## src/rtl/pwrgood_pkg.sv

```systemverilog
package pwrgood_pkg;

  // Total qualification window in cycles: base plus selected extra steps.
  function automatic int unsigned pg_limit(input int unsigned base,
                                           input int unsigned unit,
                                           input int unsigned sel);
    return base + unit * sel;
  endfunction

  // Counter width able to reach the largest selectable window.
  function automatic int unsigned pg_cnt_width(input int unsigned base,
                                               input int unsigned unit,
                                               input int unsigned sel_w);
    int unsigned top_val;
    top_val = base + unit * ((32'd1 << sel_w) - 1);
    return $clog2(top_val + 1);
  endfunction

  // Width of the glitch-filter run counter.
  function automatic int unsigned run_width(input int unsigned depth);
    return (depth < 2) ? 1 : $clog2(depth + 1);
  endfunction

endpackage

```

## src/rtl/pwrgood_margin_filt.sv

```systemverilog
module pwrgood_margin_filt #(
  parameter int unsigned GLITCH_CYC = 5
) (
  input  logic clk,
  input  logic rst_n,
  input  logic margin_n,
  output logic mon_off
);
  localparam int unsigned RUN_W = pwrgood_pkg::run_width(GLITCH_CYC);
  localparam logic [RUN_W-1:0] RUN_LAST = RUN_W'(GLITCH_CYC - 1);

  logic             s1_q, s2_q;
  logic             filt_q;
  logic [RUN_W-1:0] run_q;
  logic             mismatch;

  // Two-flop synchronizer; resets to the floating-high level.
  always_ff @(posedge clk or negedge rst_n) begin
    if (!rst_n) begin
      s1_q <= 1'b1;
      s2_q <= 1'b1;
    end else begin
      s1_q <= margin_n;
      s2_q <= s1_q;
    end
  end

  assign mismatch = (s2_q != filt_q);

  // Filtered level follows only after GLITCH_CYC consecutive mismatches.
  always_ff @(posedge clk or negedge rst_n) begin
    if (!rst_n) begin
      filt_q <= 1'b1;
      run_q  <= '0;
    end else if (!mismatch) begin
      run_q <= '0;
    end else if (run_q == RUN_LAST) begin
      filt_q <= s2_q;
      run_q  <= '0;
    end else begin
      run_q <= run_q + 1'b1;
    end
  end

  assign mon_off = ~filt_q;


  filt_rise_chk: assert property (@(posedge clk) disable iff (!rst_n)
    $rose(filt_q) |-> $past(s2_q));

  filt_fall_chk: assert property (@(posedge clk) disable iff (!rst_n)
    $fell(filt_q) |-> !$past(s2_q));

  run_hold_chk: assert property (@(posedge clk) disable iff (!rst_n)
    !mismatch |=> $stable(filt_q));

endmodule

```

## src/rtl/pwrgood_rail_mon.sv

```systemverilog
module pwrgood_rail_mon (
  input  logic clk,
  input  logic rst_n,
  input  logic hold,
  input  logic used,
  input  logic hi_rise,
  input  logic hi_fall,
  output logic good
);
  logic good_q;
  logic good_d;
  logic rail_lost;

  // Hysteresis latch: enter on the rising level, leave on the falling level.
  always_comb begin
    if (!used)       good_d = 1'b1;
    else if (good_q) good_d = hi_fall;
    else             good_d = hi_rise;
  end

  assign rail_lost = good_q & used & ~hi_fall & ~hold;

  always_ff @(posedge clk or negedge rst_n) begin
    if (!rst_n)     good_q <= 1'b0;
    else if (!hold) good_q <= good_d;
  end

  assign good = good_q;


  hyst_keep_chk: assert property (@(posedge clk) disable iff (!rst_n)
    (good_q && used && hi_fall && !hold) |=> good_q);

  hyst_lose_chk: assert property (@(posedge clk) disable iff (!rst_n)
    rail_lost |=> !good_q);

  unused_good_chk: assert property (@(posedge clk) disable iff (!rst_n)
    (!used && !hold) |=> good_q);

  rail_freeze_chk: assert property (@(posedge clk) disable iff (!rst_n)
    hold |=> $stable(good_q));

endmodule

```

## src/rtl/pwrgood_timer.sv

```systemverilog
module pwrgood_timer #(
  parameter int unsigned BASE_CYC = 10000,
  parameter int unsigned UNIT_CYC = 5000,
  parameter int unsigned TSEL_W   = 4
) (
  input  logic              clk,
  input  logic              rst_n,
  input  logic              hold,
  input  logic              qual,
  input  logic [TSEL_W-1:0] tmo_sel,
  output logic              pg
);
  localparam int unsigned CNT_W = pwrgood_pkg::pg_cnt_width(BASE_CYC, UNIT_CYC, TSEL_W);

  logic [CNT_W-1:0] limit;
  logic [CNT_W-1:0] cnt_q;
  logic             pg_q;
  logic             expire;

  assign limit  = CNT_W'(pwrgood_pkg::pg_limit(BASE_CYC, UNIT_CYC, int'(tmo_sel)));
  assign expire = qual & ~pg_q & (cnt_q == limit - 1'b1);

  always_ff @(posedge clk or negedge rst_n) begin
    if (!rst_n) begin
      cnt_q <= '0;
      pg_q  <= 1'b0;
    end else if (!hold) begin
      if (!qual) begin
        cnt_q <= '0;
        pg_q  <= 1'b0;
      end else if (!pg_q) begin
        cnt_q <= cnt_q + 1'b1;
        if (expire) pg_q <= 1'b1;
      end
    end
  end

  assign pg = pg_q;


  rise_qual_chk: assert property (@(posedge clk) disable iff (!rst_n)
    $rose(pg_q) |-> $past(qual && !hold));

  restart_chk: assert property (@(posedge clk) disable iff (!rst_n)
    (!qual && !hold) |=> (cnt_q == '0));

  drop_chk: assert property (@(posedge clk) disable iff (!rst_n)
    (!qual && !hold) |=> !pg_q);

  freeze_chk: assert property (@(posedge clk) disable iff (!rst_n)
    hold |=> ($stable(pg_q) && $stable(cnt_q)));

endmodule

```

## src/rtl/pwrgood_reset.sv

```systemverilog
module pwrgood_reset #(
  parameter int unsigned NRAIL      = 3,
  parameter int unsigned BASE_CYC   = 10000,
  parameter int unsigned UNIT_CYC   = 5000,
  parameter int unsigned TSEL_W     = 4,
  parameter int unsigned GLITCH_CYC = 5
) (
  input  logic              clk,
  input  logic              rst_n,
  input  logic              margin_n,
  input  logic              en_ok,
  input  logic [NRAIL-1:0]  rail_uv_ok,
  input  logic [NRAIL-1:0]  rail_used,
  input  logic [NRAIL-1:0]  rail_hi_rise,
  input  logic [NRAIL-1:0]  rail_hi_fall,
  input  logic [TSEL_W-1:0] tmo_sel,
  output logic              pwr_good,
  output logic              mon_off
);
  logic             hold;
  logic [NRAIL-1:0] rail_good;
  logic             all_good;
  logic             supply_ok;
  logic             qual;

  pwrgood_margin_filt #(.GLITCH_CYC(GLITCH_CYC)) u_margin (
    .clk      (clk),
    .rst_n    (rst_n),
    .margin_n (margin_n),
    .mon_off  (hold)
  );

  for (genvar g = 0; g < NRAIL; g++) begin : g_rail
    pwrgood_rail_mon u_rail (
      .clk     (clk),
      .rst_n   (rst_n),
      .hold    (hold),
      .used    (rail_used[g]),
      .hi_rise (rail_hi_rise[g]),
      .hi_fall (rail_hi_fall[g]),
      .good    (rail_good[g])
    );
  end

  assign all_good  = &rail_good;
  assign supply_ok = en_ok & (&rail_uv_ok);
  assign qual      = all_good & supply_ok;

  pwrgood_timer #(
    .BASE_CYC (BASE_CYC),
    .UNIT_CYC (UNIT_CYC),
    .TSEL_W   (TSEL_W)
  ) u_timer (
    .clk     (clk),
    .rst_n   (rst_n),
    .hold    (hold),
    .qual    (qual),
    .tmo_sel (tmo_sel),
    .pg      (pwr_good)
  );

  assign mon_off = hold;


  supply_drop_chk: assert property (@(posedge clk) disable iff (!rst_n)
    (!supply_ok && !mon_off) |=> !pwr_good);

  rail_drop_chk: assert property (@(posedge clk) disable iff (!rst_n)
    (!all_good && !mon_off) |=> !pwr_good);

  top_freeze_chk: assert property (@(posedge clk) disable iff (!rst_n)
    mon_off |=> $stable(pwr_good));

endmodule

```

## config.mk

```make
export PLATFORM = sky130hd
export DESIGN_NAME = pwrgood_reset
export DESIGN_NICKNAME = d
export VERILOG_FILES = /design/src/rtl/pwrgood_pkg.sv /design/src/rtl/pwrgood_margin_filt.sv /design/src/rtl/pwrgood_rail_mon.sv /design/src/rtl/pwrgood_timer.sv /design/src/rtl/pwrgood_reset.sv
export SDC_FILE = /design/constraint.sdc
export NUM_CORES = 1
export LEC_CHECK = 0
export ABC_AREA = 1
export BUFFER_PORTS_ARGS = -buffer_cell sky130_fd_sc_hd__clkbuf_2
export CAP_MARGIN = 20
export CORE_ASPECT_RATIO = 1.25
export CORE_MARGIN = 3
export CORE_UTILIZATION = 60
export DETAILED_ROUTE_END_ITERATION = 7
export PLACE_DENSITY_LB_ADDON = 0.2
export SLEW_MARGIN = 25
export SYNTH_ARGS = -nofsm -noshare
export SYNTH_HDL_FRONTEND = slang
export SYNTH_HIERARCHICAL = 1
export SYNTH_SLANG_ARGS = --single-unit
```

## constraint.sdc

```tcl
create_clock -name clk -period 2.1 [get_ports clk]
set_input_delay 0 -clock clk [delete_from_list [all_inputs] [get_ports clk]]
set_output_delay 0 -clock clk [all_outputs]
set_load 0.01 [all_outputs]
```

======== Yosys cells after proc, flatten, opt, wreduce, memory -nomap -nowiden ========
Cells that the tools add are included.
cells by class
  mux-type cells .......................... 13
  $add $sub $neg .......................... 4
  bitwise gates (word level) .............. 6
  eq/ne operators ......................... 4
  multiply operators ...................... 1
  reductions and logical operators ........ 4
operator list
  kind                      count
  $mux W17                  2
  $add A14 B17 Y17 const A  1
  $add A17 B1 Y17 const B   1
  $eq A17 B17 Y1            1
  $sub A17 B1 Y17 const B   1
  $mul A10 B4 Y14 const A   1
  $mux W1                   9
  $mux W3                   2
  $reduce_and A3 Y1         2
  $and A1 B1 Y1             4
  $reduce_and A2 Y1         2
  $add A3 B1 Y3 const B     1
  $eq A3 B3 Y1 const B      1
  $ne A2 B2 Y1 const B      1
  $not A1 Y1                2
  $ne A1 B1 Y1              1
storage, ports and cells
  bits of input ports ..................... 20
  output and inout bits ................... 2
  bits in registers ....................... 27
  word-level logic and storage cells ...... 41

======== Longest topological paths before layout ========
Gate-level depths: netlist (run 1).
  depth after elaboration ................. 8
  mapped depth ............................ 19
  gate-level depth less buffers ........... 19

======== Cells and area by module ========
The synthesis (run 1) kept the hierarchy.
modules (own cells, without submodules)
  module               cells each  seq. area each (um^2)  instances  area each (um^2)
  pwrgood_timer        308         450.4                  1          1980.6
  pwrgood_margin_filt  26          153.9                  1          259.0
  pwrgood_rail_mon     8           25.0                   3          52.6
  pwrgood_reset        7           0.0                    1          30.0

======== Worst setup path after synthesis (run 1) ========
No wires, ideal clock.
  kind .................................... input -> register
  from .................................... in tmo_sel[1]
  to ...................................... reg u_timer.pg_q (netlist: u_timer/pg)
  cell stages on the path ................. 17
  required time ........................... 2.029 ns
  slack ................................... -0.262 ns
  path buffers ............................ 0
  arrival time ............................ 2.291 ns
  cell sequence ........................... fa_1 > ha_1 > inv_1 > fa_1 > xnor2_2 > nand2_2 > inv_1 > nand3_1 > nand2_1 > nand2_1 > nand2_1 > nand2_1 > nand2_1 > nand3_1 > nor2_1 > nor2_1 > nor2_1
between the ends
  cells in the longest elaborated chain, start to end .. 8
RTL lines
  item                    line                 text
  start: declaration      pwrgood_reset.sv:16  input logic [TSEL_W-1:0] tmo_sel,
  $mul A10 B4 Y14         pwrgood_pkg.sv:7     return base + unit * sel;
  $add A14 B17 Y17        pwrgood_pkg.sv:7
  $sub A17 B1 Y17         pwrgood_timer.sv:21  assign expire = qual & ~pg_q & (cnt_q == limit - 1'b1);
  $eq A17 B17 Y1          pwrgood_timer.sv:21
  $and A1 B1 Y1           pwrgood_timer.sv:21
  $mux W1                 pwrgood_timer.sv:33  if (expire) pg_q <= 1'b1;
  $mux W1                 pwrgood_timer.sv:31  end else if (!pg_q) begin
  $mux W1                 pwrgood_timer.sv:28  if (!qual) begin
  end signal: assignment  pwrgood_timer.sv:26  pg_q <= 1'b0;
  end signal: assignment  pwrgood_timer.sv:30  pg_q <= 1'b0;
  end signal: assignment  pwrgood_timer.sv:33
  end: declaration        pwrgood_timer.sv:17  logic pg_q;
No other way between the ends.
A chain may end at the register's enable or synchronous reset.

======== Worst setup path in the final report (run 1) ========
Ends and elaborated chain as after synthesis.

==> summary.md, run 1 <==
| Metric | Value |
|---|---|
| Routed via count | `2,692` |
| Static Leak | `0.00170 uW` |
| # IOs | `22` |
| Largest stage delay, worst path | `570 ps` |
| Area leader, netlist | `dfrtp_1` |
| CTS tree | `yes` |
| Syn Nets | `405` |
| DRT antenna net count | `0` |
| Dominant cells by area after synthesis | `dfrtp_1 25%, nand2_1 19%, inv_1 9.3%` |
| Global-route wire length before repair | `10.6 mm` |
| Worst reg2reg setup slack | `-60 ps` |
| Detailed Route Iter0 Violations | `208` |
| Synth Area per Inst | `6.65 um^2` |
| Met2 usage | `47.8%` |
| Routed len/inst | `14.0 um` |
| Met1 Usage GRT | `30.3%` |
| Layout Nets | `470` |
| Share of layout cells above drive strength 1 | `25.6%` |
| Clk slew on worst S/H paths | `100 ps` |
| CTS sink cnt | `27` |
| Gr usage total | `26.3%` |
| Finish-stage setup viols | `2` |
| Setup WS post-layout | `-191 ps` |
| Crit path depth | `17` |
| Final hold vios | `0` |
| Fmax | `437 MHz` |
| Logic pwr share | `51.5%` |
| Input/output buffers | `21` |
| DIE AREA | `0.00485 mm^2` |
| RD Place Congestion | `0.845` |
| Row count | `25` |
| Clock Power Share | `14.8%` |
| Largest vdd supply drop | `0.684 mV` |
| TritonRoute pass-1 iters | `7` |
| CP delay by family, top | `adder cells` |
| PwrDens | `666 mW/mm^2` |
| Reg-to-reg critical path startpoint | `g_rail[1].u_rail/good` |
| ANT cells | `0` |
| Sequential area share after synthesis | `28.0%` |
| CTS H-Tree Depth | `1` |
| Clk_skew | `9.75 ps` |
| Setup CP Type | `primary input to flip-flop` |
| Cell Area, Placed | `0.00279 mm^2` |
| DR vias/cell | `5.57` |
| Max Fanout on Critical Path | `5` |
| HP Class | `primary input to flip-flop` |
| Die W | `62.9 um` |
| Status | `finished, violations left` |
| Net Sw Power | `869 uW` |
| P_int | `1210 uW` |
| Slew Limit Fails | `0` |
| Fin cells | `483` |
| DR DRC count | `0` |
| Starting Density | `63.1%` |
| FF/Latch Area | `679 um^2` |
| Unrepaired setup endpoints after global routing | `yes` |
| Min Tclk post-route | `2290 ps` |
| Grt ovf | `0` |
| Final critical-path share of the clock period | `109%` |
| Post-route cell area | `0.00312 mm^2` |
| Root buffer cell | `clkbuf_8` |
| Placed cells | `463` |
| Largest net degree at the start of global routing | `28` |
| Routed WL | `6.77 mm` |
| Yosys reg bits | `27` |
| Worst Path Arrival | `2510 ps` |
| Multi-input combinational cell area | `0.00164 mm^2` |
| Post-DP HPWL | `4.42 mm` |
| Worst-Skew Late Latency | `280 ps` |
| Slowest stage cell, crit path | `fa_2` |
| Worst Hold Endpoint | `u_timer/cnt_q[0]` |
| Top-area cell type share of the netlist area | `24.7%` |
| Yosys warnings | `6` |
| Failing checks | `setup timing` |
| Number of max-cap violations | `0` |
| Layout area overhead | `28.4%` |
| Share of total power in sequential cells | `33.6%` |
| Initial antenna violation count | `0` |
| Required @ worst endpoint | `2320 ps` |
| Grt met3 use | `2.34%` |
| Hold Path Origin | `rail_uv_ok[2]` |
| Mapped Area | `0.00243 mm^2` |
| Depth of the most critical reg-to-reg path | `17` |
| Fillers | `259` |
| Switching portion of total power | `41.9%` |
| Worst R2R End | `u_timer/cnt_q[16]` |
| Unique masters post-synth | `35` |
| Critical path, cell by cell | `clkbuf_8 > fa_1 > ha_1 > inv_2 > fa_2 > inv_1 > nor3_1 > nand3_1 > nand2_1 > nand2_1 > nand2_1 > nand4_1 > nor2_2 > nand4_1 > nor2_1 > nor2_1 > nor2_1` |
| Relative max-transition margin | `55.4%` |
| Worst Tran Pin Value | `669 ps` |
| Cells after Synth | `365` |
| Crit path buffers/inverters | `3` |
| Hold path cells | `6` |
| Core ar. | `0.00385 mm^2` |
| Most crowded layer after global routing | `met2` |
| Setup crit end kind | `flip-flop` |
| Setup crit start kind | `primary input` |
| Die H | `77.1 um` |
| TritonCTS buffer count | `3` |
| Clk buf depth | `2` |
| Via count of the first global-routing pass | `2,526` |
==> worst max path at each step <==
stage / start / end / slack, ps
final: tmo_sel[1] / u_timer/pg / -190
after global routing: tmo_sel[1] / u_timer/pg / -380
after CTS: tmo_sel[1] / u_timer/pg / -160
after detailed placement: tmo_sel[1] / u_timer/pg / -440
after global placement: tmo_sel[1] / u_timer/pg / -380
after floorplan: tmo_sel[1] / u_timer/pg / -140
==> synth_stat cells <==
library cell  number
clkinv_1           1
a211oi_1           1
nor3_4             1
dfstp_2            3
o21ai_0           12
inv_1             60
nor2_2             3
nor4_1             2
nand3_2            4
nand2_2            6
buf_6              2
nor2_4             2
and3_1             1
a31oi_1            1
nor3_2             1
a21oi_1            9
fa_1               3
nand2_4            1
nand2_1          121
o21ai_1            1
nand4_1           10
dfrtp_1           24
nand4_2            2
xor2_1             2
o21a_1             1
xnor2_1            1
nand3b_1           3
xnor2_2            1
ha_1              17
nor2_1            29
inv_2              2
or2_2              1
nand3_1           32
o211ai_1           1
nor3_1             4
==> power by group through the flow <==
| stage | clock (uW) | sequential [uW] | combinational [uW] |
|---|---|---|---|
| 5_1_grt | 325 | 707 | 1200 |
| 4_1_cts | 298 | 680 | 945 |
| 3_3_place_gp | 0 | 685 | 840 |
| 2_1_floorplan | 0 | 676 | 621 |
| 3_5_place_dp | 0 | 690 | 876 |
| 6_report | 308 | 698 | 1070 |
==> stage by stage <==
step	setup WS [ps]	setup TNS, ps	power [uW]	hold WS (ps)	utilization [%]
2_1_floorplan	-140	-140	1300	-296	-
3_3_place_gp	-381	-381	1530	66.2	72.4
3_5_place_dp	-443	-443	1570	59.2	72.4
4_1_cts	-156	-156	1920	131	76.2
5_1_grt	-379	-767	2240	314	81.0
6_report	-191	-246	2070	258	81.0
==> area by class of cell <==
class	instances	area share (%)
Multi-Input combinational cell	273	52.6
Sequential cell	27	21.8
Timing Repair Buffer	62	14.3
Inverter	63	7.67
Tap cell	54	2.17
Clock buffer	3	1.32
Clock inverter	1	0.161
==> worst min-delay path, cell delays in order <==
cell      delay [ps]
clkbuf_2          80
nand3_1          110
nor2_4            60
inv_1             60
o21ai_0           80
o21a_1           110
==> metal layers <==
layer,wire (um),up-vias
met3,403,46
li1,-,1282
met2,3530,140
met1,2480,1224
met4,350,0
met5,0,-
==> cells in the final DEF, fill, tap and decap left out, types with 2 or more instances in the layout <==
| master | instances |
|---|---|
| nand4_2 | 2 |
| nor4_4 | 2 |
| nand2_1 | 113 |
| xor2_1 | 2 |
| buf_4 | 32 |
| ha_4 | 2 |
| nor2_4 | 6 |
| a21oi_1 | 9 |
| nand3_1 | 30 |
| o21ai_0 | 11 |
| clkbuf_8 | 4 |
| ha_1 | 14 |
| inv_1 | 56 |
| nor3_1 | 3 |
| inv_2 | 5 |
| nand3b_1 | 3 |
| nor2_2 | 2 |
| nand2_4 | 2 |
| clkbuf_2 | 20 |
| nand3_2 | 5 |
| nor2_1 | 26 |
| fa_1 | 2 |
| dfrtp_1 | 24 |
| dfstp_2 | 3 |
| nand4_1 | 10 |
| nand2_2 | 13 |
| dlygate4sd3_1 | 8 |
| nor3_2 | 2 |
==> registers in the layout, indices dropped and copies added, names as in the netlist <==
register,flops
u_margin/filt_q,1
u_margin/run_q,3
g_rail.u_rail/good,3
u_margin/s2_q,1
u_timer/cnt_q,17
u_margin/s1_q,1
u_timer/pg,1
==> cells by family after synthesis <==
| family | Yosys count | share of synthesized area (%) |
|---|---|---|
| fa+ha+maj | 20 | 11.2 |
| xor+xnor | 4 | 1.75 |
| compound gates | 26 | 5.72 |
| flops | 27 | 28.0 |
| simple gates | 223 | 42.6 |
| buf+inv | 65 | 10.7 |
==> timing repair <==
| action | in CTS | in global routing |
|---|---|---|
| hold endpoints to repair | 28 | 0 |
| gates resized for setup | 2 | 32 |
| pin swaps | 0 | 14 |
| buffers inserted | 0 | 8 |
| hold buffers | 8 | 0 |
| setup endpoints to repair | 1 | 8 |
Power figures use the tool's default switching activity.
==> inputs of run 2 (changes only) <==
- CAP_MARGIN: 20 -> default
- REMOVE_ABC_BUFFERS: default -> 1
==> summary.md, run 2 (synthesized netlist as in run 1, its figures left out) <==
| Metric | Value |
|---|---|
| Layout Nets | `466 (-0.85%)` |
| PwrDens | `655 mW/mm^2 (-1.6%)` |
| Most crowded layer after global routing | `met2` |
| Setup CP Type | `primary input to flip-flop` |
| Relative max-transition margin | `54.9% (-0.50 points)` |
| Die W | `62.9 um (unchanged)` |
| Met2 usage | `47.1% (-0.74 points)` |
| Layout area overhead | `23.4%` |
| Max reg flops | `17 (unchanged)` |
| Via count of the first global-routing pass | `2,396 (-5.1%)` |
| Share of total power in sequential cells | `34.9% (+1.3 points)` |
| Most common cell after layout, fill and taps aside | `nand2_1` |
| Row count | `25 (unchanged)` |
| DIE AREA | `0.00485 mm^2 (unchanged)` |
| Most frequent cells in the layout | `119 x nand2_1, 59 x inv_1, 29 x buf_4, 29 x nand3_1, 28 x nor2_1` |
| Setup crit start kind | `primary input` |
| Starting Density | `63.1% (unchanged)` |
| Fmax | `433 MHz (-0.91%)` |
| DR vias/cell | `5.15 (-7.6%)` |
| Grt met3 use | `1.32% (-1.0 points)` |
| Setup crit end kind | `flip-flop` |
| Logic pwr share | `49.9% (-1.6 points)` |
| Input/output buffers | `21 (unchanged)` |
| DRT antenna net count | `0 (unchanged)` |
| Worst Hold Endpoint | `u_timer/cnt_q[1]` |
| DR DRC count | `0 (unchanged)` |
| Failing checks | `setup timing` |
| TritonCTS buffer count | `3 (unchanged)` |
| # IOs | `22 (unchanged)` |
| Routed WL | `5.69 mm (-16%)` |
| Share of layout cells above drive strength 1 | `22.1% (-3.5 points)` |
| TritonRoute pass-1 iters | `5 (-2)` |
| Finish-stage setup viols | `1 (-1)` |
| Unrepaired setup endpoints after global routing | `yes` |
| HP Class | `primary input to flip-flop` |
| Die H | `77.1 um (unchanged)` |
| Grt ovf | `0 (unchanged)` |
| Switching portion of total power | `40.3% (-1.6 points)` |
| WHS | `110 ps (-148 ps)` |
| Worst Tran Pin Value | `677 ps (+7.50 ps)` |
| Final critical-path share of the clock period | `110% (+1.0 points)` |
| Largest net degree at the start of global routing | `28 (unchanged)` |
| Clk_skew | `3.34 ps (-6.41 ps)` |
| CTS tree | `yes` |
| Slew Limit Fails | `0 (unchanged)` |
| CTS sink cnt | `27 (unchanged)` |
| Max Fanout on Critical Path | `4 (-1)` |
| RD Place Congestion | `0.845 (about the same)` |
| Clk buf depth | `2 (unchanged)` |
| Gr usage total | `25.4% (-0.84 points)` |
| Worst R2R End | `u_timer/cnt_q[16]` |
| P_int | `1170 uW (-2.8%)` |
| Post-DP HPWL | `4.36 mm (-1.3%)` |
| Initial antenna violation count | `0 (unchanged)` |
| Clk slew on worst S/H paths | `90 ps (about the same)` |
| Reg-to-reg critical path startpoint | `u_margin/filt_q` |
| Net Sw Power | `791 uW (-9.1%)` |
| Met1 Usage GRT | `31.3% (+0.94 points)` |
| Required @ worst endpoint | `2310 ps (about the same)` |
| Routed len/inst | `11.9 um (-15%)` |
| Clock Power Share | `15.2% (+0.4 points)` |
| Routed via count | `2,466 (-8.4%)` |
| Detailed Route Iter0 Violations | `128 (-38%)` |
| ANT cells | `0 (unchanged)` |
| Worst Path Arrival | `2520 ps (about the same)` |
| Worst-Skew Late Latency | `270 ps (about the same)` |
| Status | `finished, violations left` |
| Hold path cells | `5 (-1)` |
| Core ar. | `0.00385 mm^2 (unchanged)` |
| Reg with most FFs | `u_timer/cnt_q` |
| Final hold vios | `0 (unchanged)` |
| Global-route wire length before repair | `10.2 mm (-4.4%)` |
| Worst reg2reg setup slack | `70 ps (+130 ps)` |
| Depth of the most critical reg-to-reg path | `14 (-3)` |
| Setup WS post-layout | `-212 ps (-21.0 ps)` |
| CTS H-Tree Depth | `1 (unchanged)` |
| Largest vdd supply drop | `0.585 mV (-14%)` |
| Final Power | `1960 uW (-5.4%)` |
| Hold Path Origin | `rail_uv_ok[2]` |
| Root buffer cell | `clkbuf_8` |
| Min Tclk post-route | `2310 ps (+21.0 ps)` |
| Static Leak | `0.00162 uW (-4.6%)` |
| Number of max-cap violations | `0 (unchanged)` |
-- run 2: cell type report --
| type | instances | area [um^2] |
|---|---|---|
| Tap cell | 54 | 67.6 |
| Timing Repair Buffer | 58 | 403 |
| Clock buffer | 3 | 41.3 |
| Clock inverter | 1 | 7.51 |
| Multi-Input combinational cell | 273 | 1560 |
| Fill cell | 295 | 853 |
| Inverter | 63 | 236 |
| Sequential cell | 27 | 679 |
-- run 2: critical path, stage by stage --
cell and delay (ps):
buf_2 130, fa_1 500, ha_4 300, inv_2 40
fa_2 600, inv_1 50, nor3_1 130, nand3_1 110
nand2_1 80, nand2_1 40, nand2_1 50, nand4_1 70
nor2_1 120, nand4_1 80, nor2_1 100, nor2_1 50
nor2_1 70
-- run 2: layer usage --
layer	wire length (um)	vias to the layer above	part of all wire, %
li1	-	1277	-
met1	2380	1119	42
met2	3020	64	53
met3	198	6	3.5
met4	88	0	1.5
met5	0	-	0
-- run 2: worst max path at each step --
stage	from	to	slack, ps	cells past startpoint
CTS	tmo_sel[1]	u_timer/pg	-150	18
detailed placement	tmo_sel[1]	u_timer/pg	-610	18
floorplan	tmo_sel[1]	u_timer/pg	-260	17
global route	tmo_sel[2]	u_timer/pg	-410	17
finish	tmo_sel[2]	u_timer/pg	-210	17
global placement	tmo_sel[1]	u_timer/pg	-490	18
-- run 2: timing repair --
item / 4_1_cts / 5_1_grt
gates resized for setup: 4 / 14
hold endpoints to repair: 28 / 0
hold buffers: 8 / 0
setup endpoints to repair: 1 / 5
pin swaps: 5 / 11
setup buffers: 0 / 1
-- run 2: power groups by stage --
stage / clock network (uW) / logic (uW) / registers, uW
5_1_grt: 329 / 1120 / 699
2_1_floorplan: 0 / 587 / 676
4_1_cts: 308 / 951 / 683
3_5_place_dp: 0 / 879 / 694
6_report: 298 / 978 / 685
3_3_place_gp: 0 / 845 / 688
-- run 2: per-stage QoR --
| stage | instances | worst slack (ps) | util (%) | cell area [um^2] | setup TNS (ps) |
|---|---|---|---|---|---|
| final | 479 | -212 | 77.8 | 2990 | -212 |
| after global routing | 479 | -406 | 77.8 | 2990 | -618 |
| after CTS | 478 | -152 | 76.2 | 2930 | -152 |
| after detailed placement | 466 | -612 | 72.5 | 2790 | -612 |
| after global placement | 466 | -491 | 72.5 | 2790 | -491 |
| after floorplan | 363 | -263 | - | 2400 | -263 |
==> inputs of run 3 (changes only) <==
- CORE_UTILIZATION: 60 -> 62
- CTS_BUF_LIST: default -> sky130_fd_sc_hd__clkbuf_4
==> summary.md, run 3 (synthesized netlist as in run 1, its figures left out) <==
| Metric | Value |
|---|---|
| CTS sink cnt | `27 (unchanged)` |
| Slew Limit Fails | `0 (unchanged)` |
| Via count of the first global-routing pass | `2,429 (+1.4%)` |
| WHS | `73.5 ps (-36.3 ps)` |
| Largest vdd supply drop | `0.559 mV (-4.5%)` |
| Worst-Skew Late Latency | `320 ps (+50 ps)` |
| Core ar. | `0.00363 mm^2 (-5.6%)` |
| Min Tclk post-route | `2180 ps (-136 ps)` |
| Die H | `76.0 um (-1.5%)` |
| Required @ worst endpoint | `2340 ps (+30 ps)` |
| Critical path, cell by cell | `clkbuf_2 > fa_1 > ha_1 > buf_4 > ha_1 > nand2_1 > nand2_1 > nand3_1 > nand4_1 > nand2_1 > nand2_1 > nand2_1 > nand2_1 > nand4_1 > nor2_1 > nor2_1 > nor2_1` |
| Root buffer cell | `clkbuf_4` |
| Setup crit start kind | `primary input` |
| Worst Path Arrival | `2410 ps (-110 ps)` |
| DR DRC count | `0 (unchanged)` |
| ANT cells | `0 (unchanged)` |
| Starting Density | `66.8% (+3.7 points)` |
| Clk_skew | `9.86 ps (+6.52 ps)` |
| Met3 WL | `296 um (+49%)` |
| Gr usage total | `27.0% (+1.6 points)` |
| Share of layout cells above drive strength 1 | `21.6% (-0.49 points)` |
| Relative max-transition margin | `55.3% (+0.45 points)` |
| DRT antenna net count | `0 (unchanged)` |
| Fmax | `460 MHz (+6.3%)` |
| Unrepaired setup endpoints after global routing | `yes` |
| Routed via count | `2,603 (+5.6%)` |
| Final Util | `82.3% (+4.5 points)` |
| TritonCTS buffer count | `3 (unchanged)` |
| Input/output buffers | `21 (unchanged)` |
| Slowest stage cell, crit path | `fa_1` |
| DR vias/cell | `5.40 (+4.9%)` |
| Layout Nets | `471 (+1.1%)` |
| Layout area overhead | `23.2%` |
| Top cell by count, worst path | `nand2_1` |
| Routed WL | `6.25 mm (+9.9%)` |
| Setup WS post-layout | `-75.5 ps (+136 ps)` |
| Final critical-path share of the clock period | `104% (-6.5 points)` |
| HP Class | `primary input to flip-flop` |
| Global-route wire length before repair | `10.0 mm (-1.2%)` |
| Setup crit end kind | `flip-flop` |
| Post-DP HPWL | `4.33 mm (-0.83%)` |
| PwrDens | `650 mW/mm^2 (-0.82%)` |
| CP delay by family, top | `adder cells` |
| Number of max-cap violations | `0 (unchanged)` |
| Finish-stage setup viols | `1 (unchanged)` |
| Worst Tran Pin Value | `670 ps (-6.81 ps)` |
| CTS tree | `yes` |
| Reg with most FFs | `u_timer/cnt_q` |
| RD Place Congestion | `0.808 (-4.3%)` |
| Largest stage delay, worst path | `470 ps (-130 ps)` |
| Clk buf depth | `2 (unchanged)` |
| Failing checks | `setup timing` |
| Routed length on met1 | `2.41 mm (+1.4%)` |
| Initial antenna violation count | `0 (unchanged)` |
| Top sig layer | `met4` |
| Max Fanout on Critical Path | `4 (unchanged)` |
| DIE AREA | `0.00471 mm^2 (-2.9%)` |
| CTS H-Tree Depth | `1 (unchanged)` |
| Most common cell after layout, fill and taps aside | `nand2_1` |
| # IOs | `22 (unchanged)` |
| Detailed Route Iter0 Violations | `142 (+11%)` |
| Crit path buffers/inverters | `2 (-1)` |
| Setup CP Type | `primary input to flip-flop` |
| Die W | `62.0 um (-1.5%)` |
| TritonRoute pass-1 iters | `5 (unchanged)` |
| Status | `finished, violations left` |
| Final hold vios | `0 (unchanged)` |
| Max reg flops | `17 (unchanged)` |
| Clk slew on worst S/H paths | `150 ps (+60 ps)` |
| Static Leak | `0.00166 uW (+2.3%)` |
| Largest net degree at the start of global routing | `28 (unchanged)` |
| Met2 WL | `3.34 mm (+10%)` |
| Most frequent cells in the layout | `119 x nand2_1, 59 x inv_1, 33 x buf_4` |
| Row count | `24 (-4.0%)` |
| Routed len/inst | `13.0 um (+9.2%)` |
| Grt ovf | `0 (unchanged)` |
run 3: cell type report:
class,count,area (um^2)
clock buffer,3,22.5
clock inverter,1,5.00
fill,243,643
inverter,63,236
multi-input combinational,273,1540
sequential,27,679
tap,52,65.1
timing repair buffer,63,443
run 3: final timing paths:
check | slack [ps] | to | depth (start not counted) | from
min in group asynchronous | 220 | u_timer/cnt_q[13] | 2 | rst_n
setup / recovery | -80 | u_timer/pg | 17 | tmo_sel[2]
max in group asynchronous | 1450 | u_timer/cnt_q[11] | 2 | rst_n
hold reg to reg | 370 | u_margin/s2_q | 0 | u_margin/s1_q
hold / removal | 70 | u_timer/cnt_q[1] | 5 | rail_uv_ok[2]
setup reg to reg | 90 | u_timer/cnt_q[16] | 17 | g_rail[0].u_rail/good
run 3: tightest hold or removal path: stages:
cell      delay (ps)
clkbuf_2          80
nand3_1           80
nor2_2            80
nand2_1           60
o21ai_0           70
run 3: where the power goes:
group / switching [uW] / leakage [uW] / internal [uW]
clock network: 154 / 0.0000177 / 71.4
registers: 68.0 / 0.000352 / 611
logic: 591 / 0.00129 / 449
run 3: per-layer routing:
metal,track usage (%),up-vias
met4,10.2,0
met3,2.72,22
met2,46.2,95
met1,33.3,1194
li1,-,1292
met5,0,-
run 3: repair_timing:
action                                  in CTS  in global routing
hold buffers                                10                  0
endpoints found under the setup margin       1                  8
buffers inserted                             1                  5
endpoints found under the hold margin       28                  0
resized for setup                            2                 10
pin swaps                                    4                  3
run 3: per-stage QoR:
step	power [uW]	instances	setup slack (ps)	TNS, ps	cell area (um^2)
after floorplan	1260	363	-263	-263	2400
after global placement	1530	463	-489	-489	2780
after detailed placement	1570	463	-595	-595	2780
after CTS	1870	478	-76.4	-76.4	2920
after global routing	2100	482	-330	-447	2990
final	1940	482	-75.5	-75.5	2990
